`config.mk`:
```
export PLATFORM = sky130hd
export DESIGN_NAME = dram_bank_timer
export DESIGN_NICKNAME = d
export VERILOG_FILES = /design/src/rtl/dram_bank_pkg.sv /design/src/rtl/bank_countdown.sv /design/src/rtl/rd_latency_pipe.sv /design/src/rtl/dram_bank_timer.sv
export SDC_FILE = /design/constraint.sdc
export NUM_CORES = 1
export LEC_CHECK = 0
export ABC_AREA = 1
export ABC_CLOCK_PERIOD_IN_PS = 5300
export BUFFER_PORTS_ARGS = -buffer_cell sky130_fd_sc_hd__clkbuf_2
export CORE_MARGIN = 4
export CORE_UTILIZATION = 40
export CTS_BUF_LIST = sky130_fd_sc_hd__clkbuf_4 sky130_fd_sc_hd__clkbuf_8
export DETAILED_ROUTE_END_ITERATION = 8
export GPL_TIMING_DRIVEN = 0
export PLACE_DENSITY = 0.59
export SYNTH_ARGS = -nofsm -noshare
export SYNTH_HDL_FRONTEND = slang
export SYNTH_SLANG_ARGS = --single-unit
```
`constraint.sdc`:
```
create_clock -name clk -period 5.3 [get_ports clk]
set_input_delay 1.06 -clock clk [delete_from_list [all_inputs] [get_ports clk]]
set_output_delay 1.06 -clock clk [all_outputs]
set_load 0.01 [all_outputs]
```
`src/rtl/dram_bank_pkg.sv`:
```
package dram_bank_pkg;
  typedef enum logic [2:0] {
    CMD_NOP = 3'd0,
    CMD_ACT = 3'd1,
    CMD_RD  = 3'd2,
    CMD_WR  = 3'd3,
    CMD_PRE = 3'd4,
    CMD_REF = 3'd5
  } bank_cmd_e;

  localparam int TI_RCD = 0;
  localparam int TI_RAS = 1;
  localparam int TI_RP  = 2;
  localparam int TI_WR  = 3;
  localparam int TI_RC  = 4;
  localparam int TI_RFC = 5;
  localparam int NUM_TIMERS = 6;
endpackage

```
`src/rtl/bank_countdown.sv`:
```
module bank_countdown #(
  parameter int W = 9
) (
  input  logic         clk,
  input  logic         rst,
  input  logic         load,
  input  logic [W-1:0] load_val,
  output logic         done
);
  logic [W-1:0] cnt;

  always_ff @(posedge clk) begin
    if (rst)               cnt <= '0;
    else if (load)         cnt <= load_val;
    else if (cnt != '0)    cnt <= cnt - W'(1);
  end

  assign done = (cnt == '0);

  p_count_moves_r1: assert property (@(posedge clk) disable iff (rst)
    (!load && !done) |=> (cnt == $past(cnt) - W'(1)));
endmodule

```
`src/rtl/rd_latency_pipe.sv`:
```
module rd_latency_pipe #(
  parameter int T_W = 6
) (
  input  logic           clk,
  input  logic           rst,
  input  logic           fire,
  input  logic [T_W-1:0] lat,
  output logic           valid
);
  localparam int DEPTH = 1 << T_W;

  logic [DEPTH-1:0] sr;
  logic [T_W-1:0]   tap;

  assign tap = (lat == '0) ? '0 : lat - T_W'(1);

  always_ff @(posedge clk) begin
    if (rst) sr <= '0;
    else     sr <= (sr >> 1) | (fire ? (DEPTH'(1) << tap) : '0);
  end

  assign valid = sr[0];

  p_cas_short_r7: assert property (@(posedge clk) disable iff (rst)
    (fire && lat <= T_W'(1)) |=> valid);
endmodule

```
`src/rtl/dram_bank_timer.sv`:
```
module dram_bank_timer
  import dram_bank_pkg::*;
#(
  parameter int ROW_W     = 14,
  parameter int T_W       = 6,
  parameter int BURST_LEN = 4
) (
  input  logic             clk,
  input  logic             rst,
  input  logic             req_valid,
  input  logic [2:0]       req_cmd,
  input  logic [ROW_W-1:0] req_row,
  input  logic [T_W-1:0]   t_rcd,
  input  logic [T_W-1:0]   t_ras,
  input  logic [T_W-1:0]   t_rp,
  input  logic [T_W-1:0]   t_wr,
  input  logic [T_W-1:0]   t_rc,
  input  logic [T_W-1:0]   t_rfc,
  input  logic [T_W-1:0]   t_cas,
  output logic             cmd_ok,
  output logic             cmd_refused,
  output logic             bank_open,
  output logic [ROW_W-1:0] open_row,
  output logic             rd_valid
);
  localparam int CNT_W = T_W + $clog2(BURST_LEN) + 1;
  localparam int SW    = CNT_W + 1;

  function automatic logic [CNT_W-1:0] need(input logic [T_W-1:0] t);
    return (t == '0) ? CNT_W'(1) : CNT_W'(t);
  endfunction

  logic is_act, is_rd, is_wr, is_pre, is_ref, is_nop;
  logic legal;
  logic acc_act, acc_rd, acc_wr, acc_pre, acc_ref;
  logic [NUM_TIMERS-1:0] ld, done;
  logic [CNT_W-1:0]      ld_val [NUM_TIMERS];

  assign is_nop = (req_cmd == CMD_NOP);
  assign is_act = (req_cmd == CMD_ACT);
  assign is_rd  = (req_cmd == CMD_RD);
  assign is_wr  = (req_cmd == CMD_WR);
  assign is_pre = (req_cmd == CMD_PRE);
  assign is_ref = (req_cmd == CMD_REF);

  always_comb begin
    legal = 1'b0;
    if (is_act)
      legal = !bank_open && done[TI_RP] && done[TI_RC] && done[TI_RFC];
    else if (is_rd || is_wr)
      legal = bank_open && done[TI_RCD] && (req_row == open_row);
    else if (is_pre)
      legal = bank_open && done[TI_RAS] && done[TI_WR];
    else if (is_ref)
      legal = !bank_open && done[TI_RP] && done[TI_RFC];
  end

  assign cmd_ok      = req_valid && !is_nop && legal;
  assign cmd_refused = req_valid && !is_nop && !legal;

  assign acc_act = cmd_ok && is_act;
  assign acc_rd  = cmd_ok && is_rd;
  assign acc_wr  = cmd_ok && is_wr;
  assign acc_pre = cmd_ok && is_pre;
  assign acc_ref = cmd_ok && is_ref;

  // Each load value is the wait minus one, because the counter reaches zero one edge later.
  assign ld[TI_RCD] = acc_act;
  assign ld[TI_RAS] = acc_act;
  assign ld[TI_RC]  = acc_act;
  assign ld[TI_RP]  = acc_pre;
  assign ld[TI_WR]  = acc_wr;
  assign ld[TI_RFC] = acc_ref;

  assign ld_val[TI_RCD] = need(t_rcd) - CNT_W'(1);
  assign ld_val[TI_RAS] = need(t_ras) - CNT_W'(1);
  assign ld_val[TI_RC]  = need(t_rc)  - CNT_W'(1);
  assign ld_val[TI_RP]  = need(t_rp)  - CNT_W'(1);
  assign ld_val[TI_WR]  = CNT_W'(BURST_LEN - 1) + need(t_wr) - CNT_W'(1);
  assign ld_val[TI_RFC] = need(t_rfc) - CNT_W'(1);

  for (genvar i = 0; i < NUM_TIMERS; i++) begin : g_tmr
    bank_countdown #(.W(CNT_W)) u_cnt (
      .clk(clk), .rst(rst), .load(ld[i]), .load_val(ld_val[i]), .done(done[i])
    );
  end

  always_ff @(posedge clk) begin
    if (rst) begin
      bank_open <= 1'b0;
      open_row  <= '0;
    end else if (acc_act) begin
      bank_open <= 1'b1;
      open_row  <= req_row;
    end else if (acc_pre) begin
      bank_open <= 1'b0;
    end
  end

  rd_latency_pipe #(.T_W(T_W)) u_rdp (
    .clk(clk), .rst(rst), .fire(acc_rd), .lat(t_cas), .valid(rd_valid)
  );

  // Cycle counters for the assertions, saturating; reset to "long ago".
  logic [SW-1:0] since_act, since_pre, since_wr, since_ref;

  always_ff @(posedge clk) begin
    if (rst) begin
      since_act <= '1;
      since_pre <= '1;
      since_wr  <= '1;
      since_ref <= '1;
    end else begin
      since_act <= acc_act ? SW'(1) : ((since_act == '1) ? since_act : since_act + SW'(1));
      since_pre <= acc_pre ? SW'(1) : ((since_pre == '1) ? since_pre : since_pre + SW'(1));
      since_wr  <= acc_wr  ? SW'(1) : ((since_wr  == '1) ? since_wr  : since_wr  + SW'(1));
      since_ref <= acc_ref ? SW'(1) : ((since_ref == '1) ? since_ref : since_ref + SW'(1));
    end
  end

  p_rcd_gap_r1: assert property (@(posedge clk) disable iff (rst)
    (acc_rd || acc_wr) |-> (since_act >= SW'(need(t_rcd))));
  p_ras_gap_r2: assert property (@(posedge clk) disable iff (rst)
    acc_pre |-> (since_act >= SW'(need(t_ras))));
  p_rp_gap_r3: assert property (@(posedge clk) disable iff (rst)
    (acc_act || acc_ref) |-> (since_pre >= SW'(need(t_rp))));
  p_wr_gap_r4: assert property (@(posedge clk) disable iff (rst)
    acc_pre |-> (since_wr >= SW'(BURST_LEN - 1) + SW'(need(t_wr))));
  p_rc_gap_r5: assert property (@(posedge clk) disable iff (rst)
    acc_act |-> (since_act >= SW'(need(t_rc))));
  p_rfc_gap_r6: assert property (@(posedge clk) disable iff (rst)
    (acc_act || acc_ref) |-> (since_ref >= SW'(need(t_rfc))));
  p_open_row_r8: assert property (@(posedge clk) disable iff (rst)
    acc_act |=> (bank_open && open_row == $past(req_row)));
  p_refuse_still_r8: assert property (@(posedge clk) disable iff (rst)
    (cmd_refused && !acc_act && !acc_pre) |=> ($stable(bank_open) && $stable(open_row)));
  p_ok_xor_refused_r12: assert property (@(posedge clk) disable iff (rst)
    $onehot0({cmd_ok, cmd_refused}));
endmodule

```
* Word level (Yosys, flattened, before mapping)
Cells that the tools add are included.
** Storage, ports and cells
- Register bits :: 133
- Input bits :: 62
- Output and inout bits :: 18
- Logic and storage cells :: 104
** Cells by class
- Add/subtract/negate cells :: 14
- Equal/unequal tests :: 6
- Shift-type cells :: 1
- Muxes and demuxes :: 26
- Bitwise logic cells :: 1
- Reductions and logical operators :: 47
** Operators with widths (number)
- 9-bit 2-to-1 mux :: 12
- 64-bit 2-to-1 mux :: 1
- 63-bit by 64-bit OR with 64-bit output :: 1
- 1-bit by 6-bit left shift with 64-bit output (first input constant) :: 1
- 9-bit logical NOT :: 6
- 9-bit nonzero test :: 6
- 9-bit by 1-bit subtractor with 9-bit output (second input constant) :: 6
- 6-bit logical NOT :: 7
- 6-bit 2-to-1 mux :: 7
- 6-bit by 1-bit subtractor with 7-bit output (second input constant) :: 5
- 1-bit logical AND :: 16
- 14-bit equality test :: 1
- 2-bit nonzero test :: 7
- 7-bit by 1-bit subtractor with 8-bit output (second input constant) :: 1
- 2-bit by 6-bit adder with 7-bit output (first input constant) :: 1
- 3-bit by 2-bit equality test with 1-bit output (second input constant) :: 2
- 3-bit equality test (second input constant) :: 2
- 1-bit 2-to-1 mux :: 6
- 6-bit by 1-bit subtractor with 6-bit output (second input constant) :: 1
- 3-bit by 1-bit equality test with 1-bit output (second input constant) :: 1
- 1-bit logical NOT :: 3
- 3-bit logical NOT :: 1
- 1-bit logical OR :: 1

* Longest topological paths before layout
Gate-level depths: netlist of the first run.
- Depth after elaboration :: 11
- Depth in mapped cells :: 16
- Mapped depth without buffers :: 16

* Hierarchy
From an unflattened synthesis of the first run, not the netlist that was laid out.
** Unflattened totals
- Cells, all modules :: 1177
- Area, all modules :: 7682.4 sq um
** By module, submodules not included
- bank_countdown :: times used 6, cells an instance 87, area an instance 576.8 sq um
- rd_latency_pipe :: times used 1, cells an instance 349, area an instance 2606.2 sq um
- dram_bank_timer :: times used 1, cells an instance 306, area an instance 1615.3 sq um

* Worst setup path before layout of the first run
No wires, ideal clock.
- Path type :: input port to output port
- Start point :: in req_row[6]
- End point :: out cmd_ok
- Arrival time :: 1.824 ns
- Data required time :: 4.240 ns
- Setup slack :: 2.416 ns
- Stages :: 10
- Path buffers :: 0
- Path through :: inv_1 > nand2_1 > nand2_1 > nor2_1 > nand2_1 > nor2_1 > nand3_1 > nand2_1 > nand2_1 > a21oi_1
** Between the ends
- Cells in the longest elaborated chain, start to end :: 5
** Ends and longest elaborated chain
- start: declaration :: RTL line dram_bank_timer.sv:12 : input logic [ROW_W-1:0] req_row,
- 14-bit equality test :: RTL line dram_bank_timer.sv:51 : legal = bank_open && done[TI_RCD] && (req_row == open_row);
- 1-bit logical AND :: RTL line dram_bank_timer.sv:51
- 1-bit 2-to-1 mux :: RTL line dram_bank_timer.sv:50 : else if (is_rd || is_wr)
- 1-bit 2-to-1 mux :: RTL line dram_bank_timer.sv:48 : if (is_act)
- 1-bit logical AND :: RTL line dram_bank_timer.sv:58 : assign cmd_ok = req_valid && !is_nop && legal;
- end: declaration :: RTL line dram_bank_timer.sv:20 : output logic cmd_ok,
No other way between the ends.

* Final worst setup path of the first run
- Start point :: reg g_tmr[2].u_cnt.cnt[0]
- End point :: out cmd_ok
** Between the ends
- Cells in the longest elaborated chain, start to end :: 8
- Elaborated cells between the ends (all ways) :: 10
- Classes of those cells :: mux (4); reduce/logical (6)
** Ends and longest elaborated chain
- start: declaration :: RTL line bank_countdown.sv:10 : logic [W-1:0] cnt;
- start signal: assignment :: RTL line bank_countdown.sv:14 : else if (load) cnt <= load_val;
- start signal: assignment :: RTL line bank_countdown.sv:15 : else if (cnt != '0) cnt <= cnt - W'(1);
- 9-bit logical NOT * :: RTL line bank_countdown.sv:18 : assign done = (cnt == '0);
- 1-bit logical AND * :: RTL line dram_bank_timer.sv:49, dram_bank_timer.sv:55
- 1-bit logical AND :: RTL line dram_bank_timer.sv:55 : legal = !bank_open && done[TI_RP] && done[TI_RFC];
- 1-bit 2-to-1 mux :: RTL line dram_bank_timer.sv:54 : else if (is_ref)
- 1-bit 2-to-1 mux :: RTL line dram_bank_timer.sv:52 : else if (is_pre)
- 1-bit 2-to-1 mux :: RTL line dram_bank_timer.sv:50
- 1-bit 2-to-1 mux * :: RTL line dram_bank_timer.sv:48
- 1-bit logical AND * :: RTL line dram_bank_timer.sv:58
Mark *: on every way between the ends. The rest lies on a longest branch, timed or not.

==> impl_metrics.json, run 1 <==
{
  "cts-buffers-inserted": 17,
  "grtUsageTotal_pct": 18.14,
  "cts-root-buf": "clkbuf_8",
  "cts_htree_levels": 4,
  "dp_slack_ns": 1.889,
  "rows": 48,
  "period_share_pct": 64.38,
  "fin_crit_ns": 3.412,
  "p_leak_uw": 0.003716,
  "synth-seq-cells": 133,
  "worst_r2r_path_depth": 14,
  "syn_inst": 1042,
  "slew_violations": 0,
  "ys_seq_area_share_pct": 38.04,
  "first_global_vias": 6173,
  "dp_hpwl_um": 13110,
  "cts_setup_buffers": 0,
  "clk_pin_slew_ns": 0.09,
  "finalSetupTns_ns": 0,
  "synth-adder-area-share_pct": 3.218,
  "synth_top_family_by_area": "simple AND/OR/NAND/NOR gates",
  "via_per_inst": 4.893,
  "final_hold_viol_count": 0,
  "rsz0062_at_grt": "no",
  "setup_ws_ns": 1.888,
  "min_path_type": "reg -> reg",
  "synth_compound_area_share_pct": 14.27,
  "max_stage_delay_ns": 0.34,
  "start_kind": "flip-flop",
  "syn-num-nets": 1122,
  "gp_congestion": 0.9217,
  "worstSkewPairLatency_ns": 0.45,
  "setup_violations": 0,
  "drtAntennaViolNets": 0,
  "synthToLayoutAreaGrowth_pct": 15.02,
  "die_area_um2": 19680,
  "synth_xor_area_share_pct": 6.632,
  "grt_overflow": 0,
  "die_width_um": 140.3,
  "status": "finished clean",
  "hold_buffers": 0,
  "fin_nets": 1219,
  "reg2reg_from": "g_tmr[2].u_cnt.cnt[0]",
  "grt_max_degree": 17,
  "port_buffers": 78,
  "endpoint_kind": "output port",
  "fin_worst_skew_ns": 0.01775,
  "dr.pass1.iters": 5,
  "synth-simple-area-share_pct": 30.23,
  "clk_path_buf_depth": 2,
  "worstMarginPinSlew_ns": 0.7582,
  "synthDistinctLibCells": 31,
  "cts_tree": "built",
  "path_cells": "inv_1 -> ha_1 -> inv_1 -> nor2_1 -> nand2_1 -> nor2_2 -> nand2_1 -> nor2_1 -> nand3_1 -> a21oi_1 -> clkbuf_2",
  "maxSlewHeadroom_pct": 49.34,
  "vias": 6738,
  "drc": 0,
  "cts_resized": 0,
  "initial_core_util_pct": 40.61,
  "max_freq_ghz": 0.2931,
  "critPathSlowestCell": "dfxtp_1",
  "num_antenna_cells": 0,
  "io_pins": 80,
  "avgSynthCellArea_um2": 6.717,
  "die_y_um": 140.3,
  "crit_type": "reg -> out",
  "syn_area_um2": 6999,
  "wirelength_um": 17570,
  "hold_path_end": "u_rdp.sr[12]",
  "cts_sinks": 133,
  "coreArea_um2": 17240,
  "rrSetupSlack_ns": 2.59,
  "min-delay-start": "u_rdp.sr[13]",
  "hold_depth": 2,
  "synthMuxAreaShare_pct": 0,
  "peakVddDrop_mv": 0.2675,
  "drive_gt1_share_pct": 11.72,
  "cellPowerDensity_nw_per_um2": 436.7,
  "antenna_found_initial": 0,
  "drt-initial-drc-count": 412,
  "ys_warn_count": 0,
  "drv_cap": 0,
  "path_max_fanout": 5,
  "routedWlPerCell_um": 12.76,
  "worstPathRequired_ns": 4.24,
  "crit_arrival_ns": 2.35,
  "r2r_end": "g_tmr[0].u_cnt.cnt[0]",
  "grt_pass1_wl_um": 29550
}
[report_power, final]
part	leakage, µW	internal [µW]	switching [µW]
Sequential	0.00108	1170	128
Clock	0.000178	381	454
Combinational	0.00245	592	790
Total	0.00372	2140	1370
[Yosys cell counts (all sizes together)]
library cell / instances / area share, %
nand3b: 4 / 0.43
nor3: 23 / 2.0
a21oi: 109 / 7.8
a211oi: 3 / 0.32
dfxtp: 133 / 38
nor2: 238 / 13
or2: 12 / 1.1
o22ai: 1 / 0.089
xnor2: 22 / 2.8
clkbuf: 29 / 1.6
ha: 18 / 3.2
a31o: 1 / 0.13
nor4: 1 / 0.18
nand4: 10 / 0.89
inv: 98 / 5.3
nand3: 37 / 2.6
o21ai: 71 / 5.1
o21bai: 5 / 0.54
or3: 2 / 0.18
xor2: 31 / 3.9
nand2: 181 / 9.7
o31ai: 3 / 0.32
nor3b: 1 / 0.11
buf: 9 / 0.80
[cells by family (layout without fill, tap and decap cells)]
logic type,count (synthesis),after routing
AOI/OAI and AO/OA,193,193
and+or+nand+nor,509,509
buffers and inverters,136,246
adders and majority gates,18,18
xor gates and xnor gates,53,53
DFF,133,133
[through the flow]
stage / std cells / instance area [µm²] / hold WS, ns / utilization (%) / power, µW
after floorplan: 1042 / 6999 / 0.4056 / - / 2434
after global placement: 1345 / 7671 / 0.4172 / 44.50 / 2695
after detailed placement: 1345 / 7671 / 0.4223 / 44.50 / 2699
after CTS: 1377 / 8050 / 0.4439 / 46.70 / 3551
after global routing: 1377 / 8050 / 0.4508 / 46.70 / 3841
final: 1377 / 8050 / 0.4399 / 46.70 / 3516
[routing by layer]
metal  vias to the layer above  track usage, %  routed length [µm]
li1                       3530               -                   -
met1                      3070           23.84                8432
met2                       126           29.89                8193
met3                        12           4.643                 793
met4                         0           4.488                 153
met5                         -               0                   0
[layout make-up]
| class | count | area, µm² |
|---|---|---|
| fill | 1781 | 9186 |
| multi-input combinational | 773 | 3804 |
| sequential | 133 | 2663 |
| timing repair buffer | 78 | 390.4 |
| inverter | 98 | 367.9 |
| tap | 225 | 281.5 |
| clock buffer | 17 | 234.0 |
| buffer | 38 | 165.2 |
| clock inverter | 15 | 145.1 |
[placed cells by master, fill, tap and decap left out, types with 4 or more instances in the layout]
master / instances
nor2_1: 233
nand2_1: 180
dfxtp_1: 133
a21oi_1: 109
inv_1: 98
clkbuf_2: 78
o21ai_0: 71
nand3_1: 37
xor2_1: 31
clkbuf_1: 29
xnor2_1: 22
nor3_1: 21
ha_1: 18
clkbuf_8: 17
nand4_1: 10
or2_2: 7
inv_6: 6
o21bai_1: 5
or2_1: 5
buf_4: 5
clkinvlp_4: 5
nor2_2: 4
nand3b_1: 4
[sequential cells by signal (all words and copies together) (netlist names)]
| signal | count |
|---|---|
| u_rdp.sr | 64 |
| bank_open | 1 |
| g_tmr.u_cnt.cnt | 54 |
| open_row | 14 |
[how the worst max path moves through the flow]
| stage | start | end | slack (ns) | depth (start not counted) |
|---|---|---|---|---|
| after floorplan | req_row[6] | cmd_ok | 2.42 | 10 |
| after global placement | t_cas[0] | u_rdp.sr[57] | 1.93 | 13 |
| after detailed placement | t_cas[0] | u_rdp.sr[58] | 1.89 | 13 |
| after CTS | g_tmr[4].u_cnt.cnt[0] | cmd_ok | 1.84 | 7 |
| after global routing | g_tmr[4].u_cnt.cnt[0] | cmd_ok | 1.61 | 7 |
| final | g_tmr[2].u_cnt.cnt[0] | cmd_ok | 1.89 | 11 |
[critical path: cells and delay by family (launching register included)]
kind                     cells  cell delay, ns
AO/OA/AOI/OAI                1            0.31
adder cells (fa/ha/maj)      1            0.17
buffers and inverters        3            0.33
flip-flops                   1            0.34
AND/OR/NAND/NOR              6            0.74
(Power assumes the default switching activity.)
==> run 2: changes to the inputs <==
- ABC_AREA: 1 -> 0
- ABC_CLOCK_PERIOD_IN_PS: 5300 -> 3000
- PLACE_DENSITY: 0.59 -> 0.61
- clock period: 5.3 -> 3 ns (I/O delays scaled with it)
==> run 2 against run 1 <==
  * The flow now finishes with violations (negative setup slack)
  * Global-route usage up 2.7 points
  * Clock skew down 0.0014 ns
  * Synthesized area up 3.6%
  * Critical path depth down 3
  * Sequential cell count unchanged
  * Largest cell class unchanged
  * Routed wire length up 20%
  * Final cell count down 13%
  * Critical path type unchanged
==> impl_metrics.json, run 2 <==
{
  "endpoint_kind": "output port",
  "worstSkewPairLatency_ns": 0.46,
  "slew_violations": 0,
  "finalSetupTns_ns": -0.2247,
  "rrSetupSlack_ns": 0.03,
  "drc": 0,
  "die_y_um": 142.6,
  "synth_area_leader_cell": "dfxtp_1",
  "final_hold_viol_count": 0,
  "syn-num-nets": 928,
  "worstPathRequired_ns": 2.40,
  "die_width_um": 142.6,
  "path_cells": "inv_4 -> ha_4 -> or3b_4 -> nor3b_4 -> nand4_1 -> and3b_2 -> nor2_4 -> buf_6",
  "worstMarginPinSlew_ns": 0.7477,
  "syn_area_um2": 7251,
  "rsz0062_at_grt": "yes",
  "synth_top_area_share_pct": 36.72,
  "drive_gt1_share_pct": 21.90,
  "netlist_top_cells_area": "dfxtp_1, o31ai_1, nand2b_1",
  "critPathSlowestCell": "or3b_4",
  "min-delay-start": "req_row[3]",
  "synth.most_common_cell": "dfxtp_1",
  "syn_inst": 848,
  "largest_register": "u_rdp.sr",
  "largest_reg_flops": 64,
  "dr.pass1.iters": 5,
  "drt-initial-drc-count": 443,
  "fillers": 1738,
  "grt_max_degree": 19,
  "reg2reg_from": "g_tmr[0].u_cnt.cnt[0]",
  "cts-buffers-inserted": 17,
  "wirelength_um": 21130,
  "path_max_fanout": 3,
  "crit_type": "reg -> out",
  "finalInstanceArea_um2": 8762,
  "setup_violations": 2,
  "num_antenna_cells": 0,
  "peakVddDrop_mv": 0.4484,
  "hold_depth": 3,
  "dp_hpwl_um": 15530,
  "min_path_type": "in -> reg",
  "worst_r2r_path_depth": 10,
  "grt_pass1_wl_um": 33550,
  "synth-seq-cells": 133,
  "drtAntennaViolNets": 0,
  "period_share_pct": 104.4,
  "fin_crit_ns": 3.131,
  "top_regs": "u_rdp.sr x64, g_tmr.u_cnt.cnt x54, open_row x14",
  "setup_ws_ns": -0.1312,
  "synthDistinctLibCells": 54,
  "port_buffers": 78,
  "cts_sinks": 133,
  "rows": 48,
  "coreArea_um2": 17540,
  "clk_path_buf_depth": 2,
  "regArea_um2": 2678,
  "ys_warn_count": 0,
  "antenna_found_initial": 0,
  "io_pins": 80,
  "initial_core_util_pct": 41.35,
  "grt_overflow": 0,
  "clk_pin_slew_ns": 0.09,
  "cellPowerDensity_nw_per_um2": 778.7,
  "violations": "negative setup slack",
  "cts-root-buf": "clkbuf_8",
  "multi_input_area_um2": 4529,
  "p_leak_uw": 0.003211,
  "grtUsageTotal_pct": 20.83,
  "gp_congestion": 0.8667,
  "fin_worst_skew_ns": 0.01639,
  "synthTopCellsByCount": "dfxtp_1, o31ai_1, nor2_1, nand2b_1, nand2_1",
  "synth-main-ff-cell": "dfxtp_1",
  "ys_seq_area_share_pct": 36.72,
  "start_kind": "flip-flop",
  "crit_start": "g_tmr[3].u_cnt.cnt[1]",
  "async_reset_ff_share_pct": 0,
  "via_per_inst": 5.538,
  "max_stage_delay_ns": 0.39,
  "synth_edf_count": 0,
  "cts_tree": "built",
  "vias": 6657,
  "layout_common_cells": "dfxtp_1, o31ai_1, nor2_1, clkbuf_2, nand2b_1",
  "dpl_cell_area_um2": 7923,
  "hold_path_end": "open_row[3]",
  "layout_commonest_cell": "dfxtp_1",
  "routedWlPerCell_um": 17.58,
  "status": "finished, violations left",
  "die_area_um2": 20340,
  "r2r_end": "u_rdp.sr[34]",
  "synthToLayoutAreaGrowth_pct": 20.85,
  "drv_cap": 0,
  "max_freq_ghz": 0.3194,
  "crit_arrival_ns": 2.53,
  "first_global_vias": 6353,
  "avgSynthCellArea_um2": 8.550,
  "fin_nets": 1044,
  "cts_htree_levels": 4,
  "maxSlewHeadroom_pct": 48.73
}
run 2: cell types whose count changed after synthesis, sizes merged, moves of 16 or more:
| cell | before | now |
|---|---|---|
| a21oi | 109 | 31 |
| inv | 98 | 24 |
| mux2 | 0 | 24 |
| nand2 | 181 | 48 |
| nand2b | 0 | 71 |
| nand3 | 37 | 21 |
| nor2 | 238 | 89 |
| nor4 | 1 | 18 |
| o21ai | 71 | 16 |
| o31ai | 3 | 99 |
| xnor2 | 22 | 46 |
run 2: worst max-delay path by stage:
| stage | depth (start not counted) | end | slack [ns] |
|---|---|---|---|
| global placement | 9 | cmd_refused | -0.67 |
| CTS | 8 | cmd_ok | -0.13 |
| floorplan | 7 | cmd_refused | 0.05 |
| finish | 8 | cmd_ok | -0.13 |
| detailed placement | 9 | cmd_refused | -0.74 |
| global route | 8 | cmd_ok | -0.23 |
run 2: logic make-up after synthesis:
family / share of synthesized area (%)
AND/OR/NAND/NOR: 27.35
AO/OA/AOI/OAI: 16.36
flip-flops: 36.72
buffers and inverters: 3.589
XOR/XNOR: 7.972
multiplexers: 4.901
adder cells (fa/ha/maj): 3.106
run 2: routing by layer:
metal	track usage, %	share of wire (%)
met1	29.57	47
met2	31.90	44
met3	4.153	6.5
met4	6.503	2.1
met5	0	0
run 2: repair_timing:
action / in CTS / in global routing
buffers inserted: 14 / 8
pin swaps: 7 / 9
cloned: 0 / 0
resized for setup: 39 / 21
endpoints found under the setup margin: 105 / 81
hold buffers: 0 / 0
run 2: worst max-delay path: cells and delay by family, from the launching register on:
family        cells  cell delay [ns]
fa+ha+maj         1             0.13
simple gates      5             1.40
buf+inv           2             0.17
flops             1             0.37
run 2: cell type report:
cell class,instances,share of cell area (%)
well taps,225,3.213
clock inverters,15,2.313
clock buffers,17,2.670
plain buffers,40,1.942
flip-flops and latches,133,30.56
repair buffers,100,6.554
inverters,24,1.057
multi-input cells,648,51.69
run 2: stage by stage:
step | setup WS (ns) | hold slack, ns | instances | util (%) | total power, µW
final | -0.1312 | 0.4070 | 1202 | 49.96 | 6823
after global routing | -0.2323 | 0.4022 | 1202 | 49.96 | 7289
after CTS | -0.1323 | 0.3872 | 1196 | 49.22 | 6718
after detailed placement | -0.7356 | 0.4194 | 1151 | 45.18 | 4740
after global placement | -0.6672 | 0.4151 | 1151 | 45.18 | 4711
after floorplan | 0.05411 | 0.4102 | 848 | - | 4231
run 2: report_power, final:
group / total (µW) / switching (µW) / internal, µW
Clock: 1670 / 874 / 795
Combinational: 2730 / 1340 / 1380
Sequential: 2430 / 342 / 2080
Total: 6820 / 2560 / 4260
==> run 3: changes to the inputs <==
--- a/config.mk
+++ b/config.mk
@@ -15,4 +15,5 @@
 export GPL_TIMING_DRIVEN = 0
 export PLACE_DENSITY = 0.61
+export RECOVER_POWER = 50
 export SYNTH_ARGS = -nofsm -noshare
 export SYNTH_HDL_FRONTEND = slang
==> constraint.sdc (replaced) <==
create_clock -name clk -period 3 [get_ports clk]
set_input_delay 0.6 -clock clk [delete_from_list [all_inputs] [get_ports clk]]
set_output_delay 0.6 -clock clk [all_outputs]
set_load 0.05 [all_outputs]
==> run 3 against run 2 <==
  * The run still ends with negative setup slack left
  * First-iteration DRC count decreased by 14%
  * Combinational power about the same
  * Register-to-register slack improved by 0.10 ns
  * Via count down 0.26%
  * Critical path depth stayed put
  * Worst setup slack improved by 0.0020 ns
  * Maximum frequency about the same
  * Sequential power hardly changed
  * Worst hold slack worse by 0.017 ns
  * Routed wire length decreased by 0.18%
  * Critical path type unchanged
  * Largest cell class unchanged
==> impl_metrics.json, run 3 (same netlist as run 2, synthesis figures left out) <==
{
  "grtUsageTotal_pct": 20.83,
  "initial_core_util_pct": 41.35,
  "routedWlPerCell_um": 17.61,
  "worstMarginPinSlew_ns": 0.9045,
  "dr.pass1.iters": 5,
  "wirelength_um": 21100,
  "worstSkewPairLatency_ns": 0.47,
  "power_uw": 6737,
  "setup_violations": 2,
  "top_regs": "u_rdp.sr x64, g_tmr.u_cnt.cnt x54, open_row x14",
  "dp_hpwl_um": 15220,
  "rows": 48,
  "drive_gt1_share_pct": 20.55,
  "fillers": 1735,
  "p_comb_share_pct": 40.0,
  "grt_max_degree": 19,
  "highest_layer": "met4",
  "drc": 0,
  "synthToLayoutAreaGrowth_pct": 20.10,
  "via_per_inst": 5.543,
  "regArea_um2": 2683,
  "slew_violations": 0,
  "path_max_fanout": 3,
  "reg2reg_from": "g_tmr[0].u_cnt.cnt[1]",
  "min_path_type": "in -> reg",
  "drt-initial-drc-count": 380,
  "wl_met3_um": 1379,
  "vias": 6640,
  "crit_arrival_ns": 2.53,
  "io_pins": 80,
  "power_switching_uw": 2514,
  "violations": "negative setup slack",
  "port_buffers": 78,
  "start_kind": "flip-flop",
  "grt_overflow": 0,
  "wl_met2_um": 9248,
  "die_y_um": 142.6,
  "cts-buffers-inserted": 17,
  "power_frac_seq_pct": 36.5,
  "hold_depth": 2,
  "first_global_vias": 6334,
  "wl_met1_um": 10100,
  "crit_start": "g_tmr[2].u_cnt.cnt[1]",
  "fin_nets": 1040,
  "layout_common_cells": "dfxtp_1, o31ai_1, nor2_1, nand2b_1, clkbuf_2",
  "multi_input_area_um2": 4537,
  "worst_r2r_path_depth": 10,
  "clk_pin_slew_ns": 0.09,
  "gp_congestion": 0.8930,
  "clk_path_buf_depth": 2,
  "rrSetupSlack_ns": 0.13,
  "num_antenna_cells": 0,
  "fin_worst_skew_ns": 0.01400,
  "peakVddDrop_mv": 0.3844,
  "max_freq_ghz": 0.3196,
  "die_area_um2": 20340,
  "drv_cap": 0,
  "finalSetupTns_ns": -0.2572,
  "antenna_found_initial": 0,
  "worstPathRequired_ns": 2.40,
  "cellPowerDensity_nw_per_um2": 773.6,
  "largest_reg_flops": 64,
  "die_width_um": 142.6,
  "cts_htree_levels": 4,
  "crit_end": "cmd_ok",
  "endpoint_kind": "output port",
  "cts_sinks": 133,
  "r2r_end": "g_tmr[4].u_cnt.cnt[4]",
  "final_hold_viol_count": 0,
  "fin_crit_ns": 3.129,
  "rsz0062_at_grt": "yes",
  "setup_ws_ns": -0.1292,
  "layout_commonest_cell": "dfxtp_1",
  "maxSlewHeadroom_pct": 37.98,
  "cts_tree": "built",
  "status": "finished, violations left",
  "grt_pass1_wl_um": 33570,
  "largest_register": "u_rdp.sr",
  "p_int_uw": 4223,
  "switching_share_pct": 37.32,
  "fin_util_pct": 49.66,
  "cts-root-buf": "clkbuf_8",
  "clkPwrFrac_pct": 23.5,
  "crit_type": "reg -> out",
  "coreArea_um2": 17540,
  "p_leak_uw": 0.003128,
  "drtAntennaViolNets": 0,
  "period_share_pct": 104.3
}
-- run 3: cell count changes in the layout (fill, tap and decap cells not counted), sizes merged --
cell	change
buf	-5
inv	-4
clkbuf	+2
clkinvlp	+2
clkinv	+1
-- run 3: area by class of cell --
class / count / share of cell area [%]
buffer: 41 / 1.983
clock buffer: 18 / 2.845
clock inverter: 14 / 1.882
inverter: 24 / 1.063
multi-input combinational: 648 / 52.10
sequential: 133 / 30.80
tap: 225 / 3.233
timing repair buffer: 95 / 6.092
-- run 3: worst max-delay path, cell delays in order (launching register included) --
cell     delay [ns]
dfxtp_4        0.37
inv_4          0.07
ha_4           0.11
nor4b_4        0.25
nand4_1        0.20
or4_4          0.55
and3b_2        0.26
nor2_4         0.11
buf_8          0.15
-- run 3: power by group through the flow --
stage	sequential [µW]	clock (µW)	combinational, µW
4_1_cts	2420	1610	2570
3_5_place_dp	2400	0	2360
5_1_grt	2500	1690	3020
3_3_place_gp	2400	0	2340
2_1_floorplan	2340	0	1900
6_report	2460	1580	2700
-- run 3: worst min path at each step --
stage	start	to	slack (ns)
2_1_floorplan	u_rdp.sr[1]	u_rdp.sr[0]	0.41
3_3_place_gp	u_rdp.sr[5]	u_rdp.sr[4]	0.41
3_5_place_dp	u_rdp.sr[12]	u_rdp.sr[11]	0.42
4_1_cts	t_ras[0]	g_tmr[1].u_cnt.cnt[0]	0.37
5_1_grt	t_ras[0]	g_tmr[1].u_cnt.cnt[0]	0.38
6_report	t_ras[0]	g_tmr[1].u_cnt.cnt[0]	0.39
-- run 3: what timing repair did --
| action | 4_1_cts | 5_1_grt |
|---|---|---|
| setup endpoints to repair | 91 | 66 |
| setup buffers | 9 | 8 |
| gates resized for setup | 33 | 26 |
| hold buffers | 0 | 0 |
| pin swaps | 6 | 8 |
-- run 3: routing by layer --
layer | vias up | global-route usage, %
met4 | 0 | 6.803
met3 | 29 | 5.224
met5 | - | 0
met1 | 3128 | 29.83
met2 | 194 | 30.66
li1 | 3289 | -
-- run 3: metrics by stage --
step / cell area, µm² / setup slack [ns] / hold slack [ns] / std cells
3_5_place_dp: 7935 / -0.8075 / 0.4189 / 1151
3_3_place_gp: 7935 / -0.7873 / 0.4146 / 1151
5_1_grt: 8708 / -0.2506 / 0.3785 / 1198
4_1_cts: 8571 / -0.1962 / 0.3722 / 1191
6_report: 8708 / -0.1292 / 0.3896 / 1198
2_1_floorplan: 7263 / -0.03979 / 0.4102 / 848
